## src/rtl/i2cw_pkg.sv

```systemverilog
package i2cw_pkg;
  localparam int CNT_W = 8;

  typedef enum logic [1:0] {
    OP_START = 2'd0,
    OP_WRITE = 2'd1,
    OP_STOP  = 2'd2,
    OP_STOP2 = 2'd3
  } op_e;

  typedef struct packed {
    logic [CNT_W-1:0] count;
    logic             ack_exp;
    logic             ack_chk;
    op_e              op;
  } cmd_t;

  localparam int CMD_W = $bits(cmd_t);

  localparam int FL_DONE = 0;
  localparam int FL_ACK  = 1;
  localparam int FL_ARB  = 2;
  localparam int FL_THR  = 3;
  localparam int FL_N    = 4;

  // acknowledge is bad only when checking is on and the level differs
  function automatic logic ack_mismatch(input logic chk, input logic expect_lvl,
                                        input logic got);
    return chk && (got != expect_lvl);
  endfunction

  // threshold crossed when the running count reaches thresh + 1
  function automatic logic thr_crossed(input logic [CNT_W:0] sent_after,
                                       input logic [CNT_W-1:0] thresh);
    return sent_after == ({1'b0, thresh} + (CNT_W+1)'(1));
  endfunction

  function automatic logic [CNT_W:0] sat_inc(input logic [CNT_W:0] v);
    return (&v) ? v : v + (CNT_W+1)'(1);
  endfunction
endpackage

```

## src/rtl/i2cw_tick.sv

```systemverilog
module i2cw_tick #(
  parameter int HALF_W = 8
) (
  input  logic              clk,
  input  logic              rst_n,
  input  logic              run,
  input  logic [HALF_W-1:0] half_period,
  output logic              tick
);
  logic [HALF_W-1:0] cnt;

  assign tick = run && (({1'b0, cnt} + (HALF_W+1)'(1)) >= {1'b0, half_period});

  always_ff @(posedge clk) begin
    if (!rst_n)      cnt <= '0;
    else if (!run)   cnt <= '0;
    else if (tick)   cnt <= '0;
    else             cnt <= cnt + HALF_W'(1);
  end
endmodule

```

## src/rtl/i2cw_arb.sv

```systemverilog
module i2cw_arb (
  input  logic window,
  input  logic drive_bit,
  input  logic scl_in,
  input  logic sda_in,
  output logic lost
);
  // released SDA seen low while the clock is high: another master owns the bit
  assign lost = window && scl_in && drive_bit && !sda_in;
endmodule

```

## src/rtl/i2cw_irq.sv

```systemverilog
module i2cw_irq #(
  parameter int BUF_AW = 4
) (
  input  logic                       clk,
  input  logic                       rst_n,
  input  logic                       ev_done,
  input  logic                       ev_ackerr,
  input  logic                       ev_arb,
  input  logic                       ev_thr,
  input  logic [BUF_AW-1:0]          ev_addr,
  input  logic [i2cw_pkg::FL_N-1:0]  clr,
  output logic [i2cw_pkg::FL_N-1:0]  flags,
  output logic [BUF_AW-1:0]          last_addr
);
  import i2cw_pkg::*;
  logic [FL_N-1:0] ev;

  always_comb begin
    ev          = '0;
    ev[FL_DONE] = ev_done;
    ev[FL_ACK]  = ev_ackerr;
    ev[FL_ARB]  = ev_arb;
    ev[FL_THR]  = ev_thr;
  end

  always_ff @(posedge clk) begin
    if (!rst_n) begin
      flags     <= '0;
      last_addr <= '0;
    end else begin
      flags <= (flags & ~clr) | ev;
      if (ev_thr || ev_done) last_addr <= ev_addr;
    end
  end
endmodule

```

## src/rtl/i2cw_seq.sv

```systemverilog
module i2cw_seq #(
  parameter int CMD_AW = 2,
  parameter int BUF_AW = 4
) (
  input  logic                         clk,
  input  logic                         rst_n,
  input  logic                         start,
  input  logic                         tick,
  input  logic                         arb_lost,
  input  logic                         scl_in,
  input  logic                         sda_in,
  input  logic [i2cw_pkg::CNT_W-1:0]   tx_thresh,
  output logic [CMD_AW-1:0]            cmd_addr,
  input  logic [i2cw_pkg::CMD_W-1:0]   cmd_data,
  output logic [BUF_AW-1:0]            buf_addr,
  input  logic [7:0]                   buf_data,
  output logic                         scl_oe,
  output logic                         sda_oe,
  output logic                         run,
  output logic                         arb_window,
  output logic                         drive_bit,
  output logic                         idle,
  output logic                         ev_done,
  output logic                         ev_ackerr,
  output logic                         ev_thr,
  output logic [BUF_AW-1:0]            ev_addr
);
  import i2cw_pkg::*;

  typedef enum logic [3:0] {
    S_IDLE, S_FETCH, S_STA0, S_STA1, S_LOAD, S_BLO, S_BHI,
    S_ALO, S_AHI, S_SP0, S_SP1, S_SP2
  } st_e;

  st_e               st;
  cmd_t              cmd;
  logic [CMD_AW-1:0] cmd_idx;
  logic [BUF_AW-1:0] data_ptr, last_ptr;
  logic [7:0]        shreg;
  logic [2:0]        bitn;
  logic [CNT_W-1:0]  left;
  logic              chk_q, exp_q, aborted;
  logic [CNT_W:0]    sent, sent_nx;
  logic              scl_q, sda_q;
  logic              byte_end, ack_bad;

  assign cmd      = cmd_t'(cmd_data);
  assign cmd_addr = cmd_idx;
  assign buf_addr = data_ptr;
  assign scl_oe   = !scl_q;
  assign sda_oe   = !sda_q;
  assign idle     = (st == S_IDLE);
  assign run      = !(st inside {S_IDLE, S_FETCH, S_LOAD});
  assign arb_window = (st == S_BHI) && scl_q;
  assign drive_bit  = sda_q;

  assign sent_nx  = sat_inc(sent);
  assign byte_end = (st == S_AHI) && tick && !arb_lost;
  assign ack_bad  = ack_mismatch(chk_q, exp_q, sda_in);
  assign ev_ackerr = byte_end && ack_bad;
  assign ev_thr    = byte_end && thr_crossed(sent_nx, tx_thresh);
  assign ev_done   = (st == S_SP2) && tick && !aborted && !arb_lost;
  assign ev_addr   = ev_thr ? data_ptr : last_ptr;

  always_ff @(posedge clk) begin
    if (!rst_n) begin
      st       <= S_IDLE;
      cmd_idx  <= '0;
      data_ptr <= '0;
      last_ptr <= '0;
      shreg    <= '0;
      bitn     <= '0;
      left     <= '0;
      chk_q    <= 1'b0;
      exp_q    <= 1'b0;
      aborted  <= 1'b0;
      sent     <= '0;
      scl_q    <= 1'b1;
      sda_q    <= 1'b1;
    end else if (arb_lost) begin
      st    <= S_IDLE;
      scl_q <= 1'b1;
      sda_q <= 1'b1;
    end else begin
      case (st)
        S_IDLE: begin
          if (start && scl_in) begin
            st       <= S_FETCH;
            cmd_idx  <= '0;
            data_ptr <= '0;
            sent     <= '0;
            aborted  <= 1'b0;
          end
        end
        S_FETCH: begin
          case (cmd.op)
            OP_START: begin
              scl_q <= 1'b1;
              sda_q <= 1'b1;
              st    <= S_STA0;
            end
            OP_WRITE: begin
              if (cmd.count == '0) begin
                cmd_idx <= cmd_idx + CMD_AW'(1);
              end else begin
                left  <= cmd.count;
                chk_q <= cmd.ack_chk;
                exp_q <= cmd.ack_exp;
                st    <= S_LOAD;
              end
            end
            default: begin
              scl_q <= 1'b0;
              st    <= S_SP0;
            end
          endcase
        end
        S_STA0: if (tick) begin
          sda_q <= 1'b0;
          st    <= S_STA1;
        end
        S_STA1: if (tick) begin
          cmd_idx <= cmd_idx + CMD_AW'(1);
          st      <= S_FETCH;
        end
        S_LOAD: begin
          shreg <= buf_data;
          bitn  <= '0;
          scl_q <= 1'b0;
          st    <= S_BLO;
        end
        S_BLO: begin
          sda_q <= shreg[7];
          if (tick) begin
            scl_q <= 1'b1;
            st    <= S_BHI;
          end
        end
        S_BHI: if (tick) begin
          scl_q <= 1'b0;
          if (bitn == 3'd7) begin
            st <= S_ALO;
          end else begin
            bitn  <= bitn + 3'd1;
            shreg <= {shreg[6:0], 1'b0};
            st    <= S_BLO;
          end
        end
        S_ALO: begin
          sda_q <= 1'b1;
          if (tick) begin
            scl_q <= 1'b1;
            st    <= S_AHI;
          end
        end
        S_AHI: if (tick) begin
          last_ptr <= data_ptr;
          data_ptr <= data_ptr + BUF_AW'(1);
          sent     <= sent_nx;
          if (ack_bad) begin
            aborted <= 1'b1;
            scl_q   <= 1'b0;
            st      <= S_SP0;
          end else if (left == CNT_W'(1)) begin
            cmd_idx <= cmd_idx + CMD_AW'(1);
            st      <= S_FETCH;
          end else begin
            left <= left - CNT_W'(1);
            st   <= S_LOAD;
          end
        end
        S_SP0: begin
          sda_q <= 1'b0;
          if (tick) begin
            scl_q <= 1'b1;
            st    <= S_SP1;
          end
        end
        S_SP1: if (tick) begin
          sda_q <= 1'b1;
          st    <= S_SP2;
        end
        S_SP2: if (tick) st <= S_IDLE;
        default: st <= S_IDLE;
      endcase
    end
  end
endmodule

```

## src/rtl/i2c_cmd_writer.sv

```systemverilog
module i2c_cmd_writer #(
  parameter int CMD_AW = 2,
  parameter int BUF_AW = 4,
  parameter int HALF_W = 8
) (
  input  logic                        clk,
  input  logic                        rst_n,
  input  logic                        start,
  input  logic [HALF_W-1:0]           half_period,
  input  logic [i2cw_pkg::CNT_W-1:0]  tx_thresh,
  output logic [CMD_AW-1:0]           cmd_addr,
  input  logic [i2cw_pkg::CMD_W-1:0]  cmd_data,
  output logic [BUF_AW-1:0]           buf_addr,
  input  logic [7:0]                  buf_data,
  input  logic                        scl_in,
  input  logic                        sda_in,
  output logic                        scl_oe,
  output logic                        sda_oe,
  input  logic [i2cw_pkg::FL_N-1:0]   irq_clr,
  output logic [i2cw_pkg::FL_N-1:0]   irq_flags,
  output logic [BUF_AW-1:0]           last_addr
);
  logic              tick, run, arb_window, drive_bit, seq_idle;
  logic              ev_arb, ev_done, ev_ackerr, ev_thr;
  logic [BUF_AW-1:0] ev_addr;

  i2cw_tick #(.HALF_W(HALF_W)) u_tick (
    .clk(clk), .rst_n(rst_n), .run(run), .half_period(half_period), .tick(tick)
  );

  i2cw_arb u_arb (
    .window(arb_window), .drive_bit(drive_bit), .scl_in(scl_in),
    .sda_in(sda_in), .lost(ev_arb)
  );

  i2cw_seq #(.CMD_AW(CMD_AW), .BUF_AW(BUF_AW)) u_seq (
    .clk(clk), .rst_n(rst_n), .start(start), .tick(tick), .arb_lost(ev_arb),
    .scl_in(scl_in), .sda_in(sda_in), .tx_thresh(tx_thresh),
    .cmd_addr(cmd_addr), .cmd_data(cmd_data),
    .buf_addr(buf_addr), .buf_data(buf_data),
    .scl_oe(scl_oe), .sda_oe(sda_oe), .run(run),
    .arb_window(arb_window), .drive_bit(drive_bit), .idle(seq_idle),
    .ev_done(ev_done), .ev_ackerr(ev_ackerr), .ev_thr(ev_thr), .ev_addr(ev_addr)
  );

  i2cw_irq #(.BUF_AW(BUF_AW)) u_irq (
    .clk(clk), .rst_n(rst_n), .ev_done(ev_done), .ev_ackerr(ev_ackerr),
    .ev_arb(ev_arb), .ev_thr(ev_thr), .ev_addr(ev_addr), .clr(irq_clr),
    .flags(irq_flags), .last_addr(last_addr)
  );
endmodule

```

## config.mk

```make
export PLATFORM = sky130hd
export DESIGN_NAME = i2c_cmd_writer
export DESIGN_NICKNAME = d
export VERILOG_FILES = /design/src/rtl/i2cw_pkg.sv /design/src/rtl/i2cw_tick.sv /design/src/rtl/i2cw_arb.sv /design/src/rtl/i2cw_irq.sv /design/src/rtl/i2cw_seq.sv /design/src/rtl/i2c_cmd_writer.sv
export SDC_FILE = /design/constraint.sdc
export NUM_CORES = 1
export LEC_CHECK = 0
export ABC_CLOCK_PERIOD_IN_PS = 7700
export BUFFER_PORTS_ARGS = -buffer_cell sky130_fd_sc_hd__buf_2
export CAP_MARGIN = 30
export CORE_MARGIN = 3
export CORE_UTILIZATION = 45
export DETAILED_ROUTE_END_ITERATION = 7
export GPL_TIMING_DRIVEN = 0
export PLACE_DENSITY = 0.66
export SYNTH_ARGS = -nofsm -noshare
export SYNTH_HDL_FRONTEND = slang
export SYNTH_SLANG_ARGS = --single-unit
```

## constraint.sdc

```tcl
create_clock -name clk -period 7.7 [get_ports clk]
set_input_delay 1.155 -clock clk [delete_from_list [all_inputs] [get_ports clk]]
set_output_delay 1.155 -clock clk [all_outputs]
set_load 0.02 [all_outputs]
```

==> impl_results.md <==
* Status: complete, no violations
* Total power at 1.29 mW
* RSZ-0062 raised after global routing: no
* Antenna violations before repair at 0
* Post-synth top area share at 0.317
* Fmax at 315 MHz
* Final worst slack at 4.52 ns
* Core Area at 8380 um2
* Layout Utilization at 0.552
* Area Growth Syn to Fin at 16.3%
* Post-CTS setup buffers at 0
* Fraction of registers with async set or reset after synthesis at 0
* Via Count at just under 4000
* Die X at 100 um
* Vias in the first global route at 3530
* DP Area at 4400 um2
* N_diodes at 0
* # IOs at 61
* Synth area leader: dfxtp_1
* Max-Cap Viols at 0
* Final Cell Area at about 4600 um2
* Post-DR vias/cell at 5.69
* H-tree depth at 3
* TritonRoute pass-1 iters at 4
* Sequential Power Share at 0.324
* Flops & latches, synth at 63
* CTS root buf: clkbuf_8
* Grt ovf at 0
* Multi-input logic area at 2520 um2
* Share of cells above drive strength 1 at 0.172
* Sequential Area at ~1300 um2
* Final std cells w/o fill at 679
* Final WL at a little over 10000 um
* Drt initial violations at 134
* Comb power frac at 0.425
* Post-Syn Nets at 560
* Avg WL per Cell at 14.9 um
* # resized after CTS at 0
* Final ANT Viol Nets at 0
* Initial core utilization at 0.475
* DIE AREA at 10000 um2
* Psw at around 0.52 mW
* Clock skew at 0.00854 ns
* PortBufs at 59
* Max rail drop VDD at 108 uV
* Crit path time final at between 3 and 4 ns
* Largest fanout on the critical path at 6
* Worst skew pair latency at 0.35 ns
* Die height at 100 um
* Top post-synthesis cells by area: dfxtp_1 32%, a21oi_1 5.5%, ha_1 5.0%
* Drt drc at 0
* Worst path arrival time at 3.42 ns
* Setup TNS at 0 ns
* Hpwl dp at just under 8000 um
* Avg Cell Area, Syn at 7.97 um2
* Top_reg_cell synth: dfxtp_1
* # setup viols final at 0
* Fin Hold WS at 0.470 ns
* Worst Path Class, Setup: reg2reg
* Final period util at 0.413
* Distinct cells, synth at 65
* Sink count of the clock tree at 63
* First-pass GRT wire length at 16800 um
* Reg clk slew, reported paths at 0.07 ns
* Critical path required time at 7.94 ns
* Final Hold Viols at 0
* Min-Delay Path Class: reg2reg
* Lkg Pwr at between 1.5 and 2 nW
* # fillers at ~830
* Num CTS Buffers at 9
* EDFF count, synth at 0
* Nets at 630
* Crit. End Element: flip-flop
* Synth Warn # at 0
* Post-Synthesis Cells at 499
* Largest net degree at the start of global routing at 12
* Clock share of power at 0.251
* Worst slew pin tran at approximately 0.76 ns
* Pwr Density at 280 nW/um2
* Gpl congestion at 1.02
* Placed instance count at 663
* Setup crit start kind: flip-flop
* Synthesized area at 3980 um2
* Place WS at 4.20 ns
* CTS Hold Bufs at 0
* Sw frac at 0.400
* CTS tree: yes
* GRT Util Overall at 0.206
* Internal power at 0.776 mW
* Seq/Total Area, Yosys at 0.317
* Site Rows at 33
* Relative slew slack at 0.487
* Fin. max-slew vios at 0
* Clock Path Buffers at 2
final cells by class:
class                      count  share of cell area
buffer                        25              0.0279
clock buffer                  11              0.0306
clock inverter                 5              0.0176
inverter                      18              0.0146
multi-input combinational    393               0.545
sequential                    63               0.273
tap                          105              0.0284
timing repair buffer          59              0.0638
Yosys cell counts (all sizes together) (5+ instances only):
master	instances
nand4	5
nor3	11
nand3	26
o31ai	6
a31oi	5
nor4	7
ha	16
a21o	5
o21ai	27
o21a	6
clkbuf	19
nor2b	12
nand2b	10
a211oi	12
and3	10
xor2	12
mux2i	16
nor2	41
inv	18
xnor2	11
or3	5
buf	6
and2	6
a21oi	45
dfxtp	63
nand2	50
cell families (layout without fill, tap and decap cells):
logic type | after synthesis | in the layout | share of synthesized area
multiplexers | 16 | 16 | 0.0403
AND/OR/NAND/NOR | 202 | 202 | 0.265
XOR/XNOR | 24 | 24 | 0.0569
adder cells (fa/ha/maj) | 16 | 16 | 0.0503
AO/OA/AOI/OAI | 135 | 135 | 0.221
flip-flops | 63 | 63 | 0.317
buffers and inverters | 43 | 118 | 0.0494
cells in the final DEF, fill, tap and decap left out, types with 5 or more instances in the layout:
cell | netlist | final
xor2_1 | 12 | 12
o21a_1 | 6 | 6
a21oi_1 | 44 | 44
clkbuf_8 | 2 | 12
and3_1 | 10 | 10
nand2_1 | 50 | 50
inv_1 | 18 | 18
o31ai_1 | 6 | 6
xnor2_1 | 11 | 11
nand3_1 | 25 | 25
a211oi_1 | 11 | 11
nor4_1 | 7 | 7
clkbuf_1 | 17 | 18
a31oi_1 | 5 | 5
mux2i_1 | 16 | 16
nor2_1 | 41 | 41
ha_1 | 16 | 16
nor3_1 | 10 | 10
o21ai_0 | 23 | 23
dfxtp_1 | 63 | 63
nor2b_1 | 12 | 12
buf_2 | 3 | 62
nand2b_1 | 10 | 10
and2_1 | 6 | 6
state kept, by name (all words and copies together) (netlist names):
| register | cells |
|---|---|
| u_seq.sent | 9 |
| u_seq.left | 8 |
| u_seq.shreg | 8 |
| u_tick.cnt | 8 |
| u_irq.flags | 4 |
| u_irq.last_addr | 4 |
| u_seq.buf_addr | 4 |
| u_seq.last_ptr | 4 |
| u_seq.st | 4 |
| u_seq.bitn | 3 |
| u_seq.cmd_addr | 2 |
| u_seq.aborted | 1 |
| u_seq.chk_q | 1 |
| u_seq.drive_bit | 1 |
| u_seq.exp_q | 1 |
| u_seq.scl_q | 1 |
worst max-delay path: stages (launching register included):
cell and delay [ns]:
dfxtp_1 0.41, ha_1 0.26, nand3_1 0.11, xnor2_1 0.18, ha_1 0.27, a21oi_1 0.16
o21ai_0 0.13, and2_1 0.21, nor4b_1 0.54, or2_2 0.20, clkbuf_1 0.25, mux2i_1 0.28
nor2_1 0.07
power by group through the flow:
| stage | logic, mW | clock network (mW) | registers [mW] |
|---|---|---|---|
| 3_3_place_gp | 0.540 | 0 | 0.423 |
| 6_report | 0.551 | 0.325 | 0.419 |
| 2_1_floorplan | 0.412 | 0 | 0.416 |
| 5_1_grt | 0.612 | 0.348 | 0.425 |
| 3_5_place_dp | 0.539 | 0 | 0.425 |
| 4_1_cts | 0.543 | 0.334 | 0.418 |
path summary, 6_finish.rpt:
path	startpoint	end	slack [ns]	depth (start not counted)
setup reg to reg	u_tick.cnt[0]	u_seq.st[1]	4.52	12
hold reg to reg	u_irq.flags[3]	u_irq.flags[3]	0.47	2
setup / recovery	u_tick.cnt[0]	u_seq.st[1]	4.52	12
hold / removal	u_irq.flags[3]	u_irq.flags[3]	0.47	2
per-layer routing:
metal | up-vias | routed length [um] | track usage
li1 | 1951 | - | -
met1 | 1789 | 4650 | 0.276
met2 | 108 | 4730 | 0.334
met3 | 15 | 523 | 0.0334
met4 | 0 | 220 | 0.0756
met5 | - | 0 | 0
(Power assumes the default switching activity.)
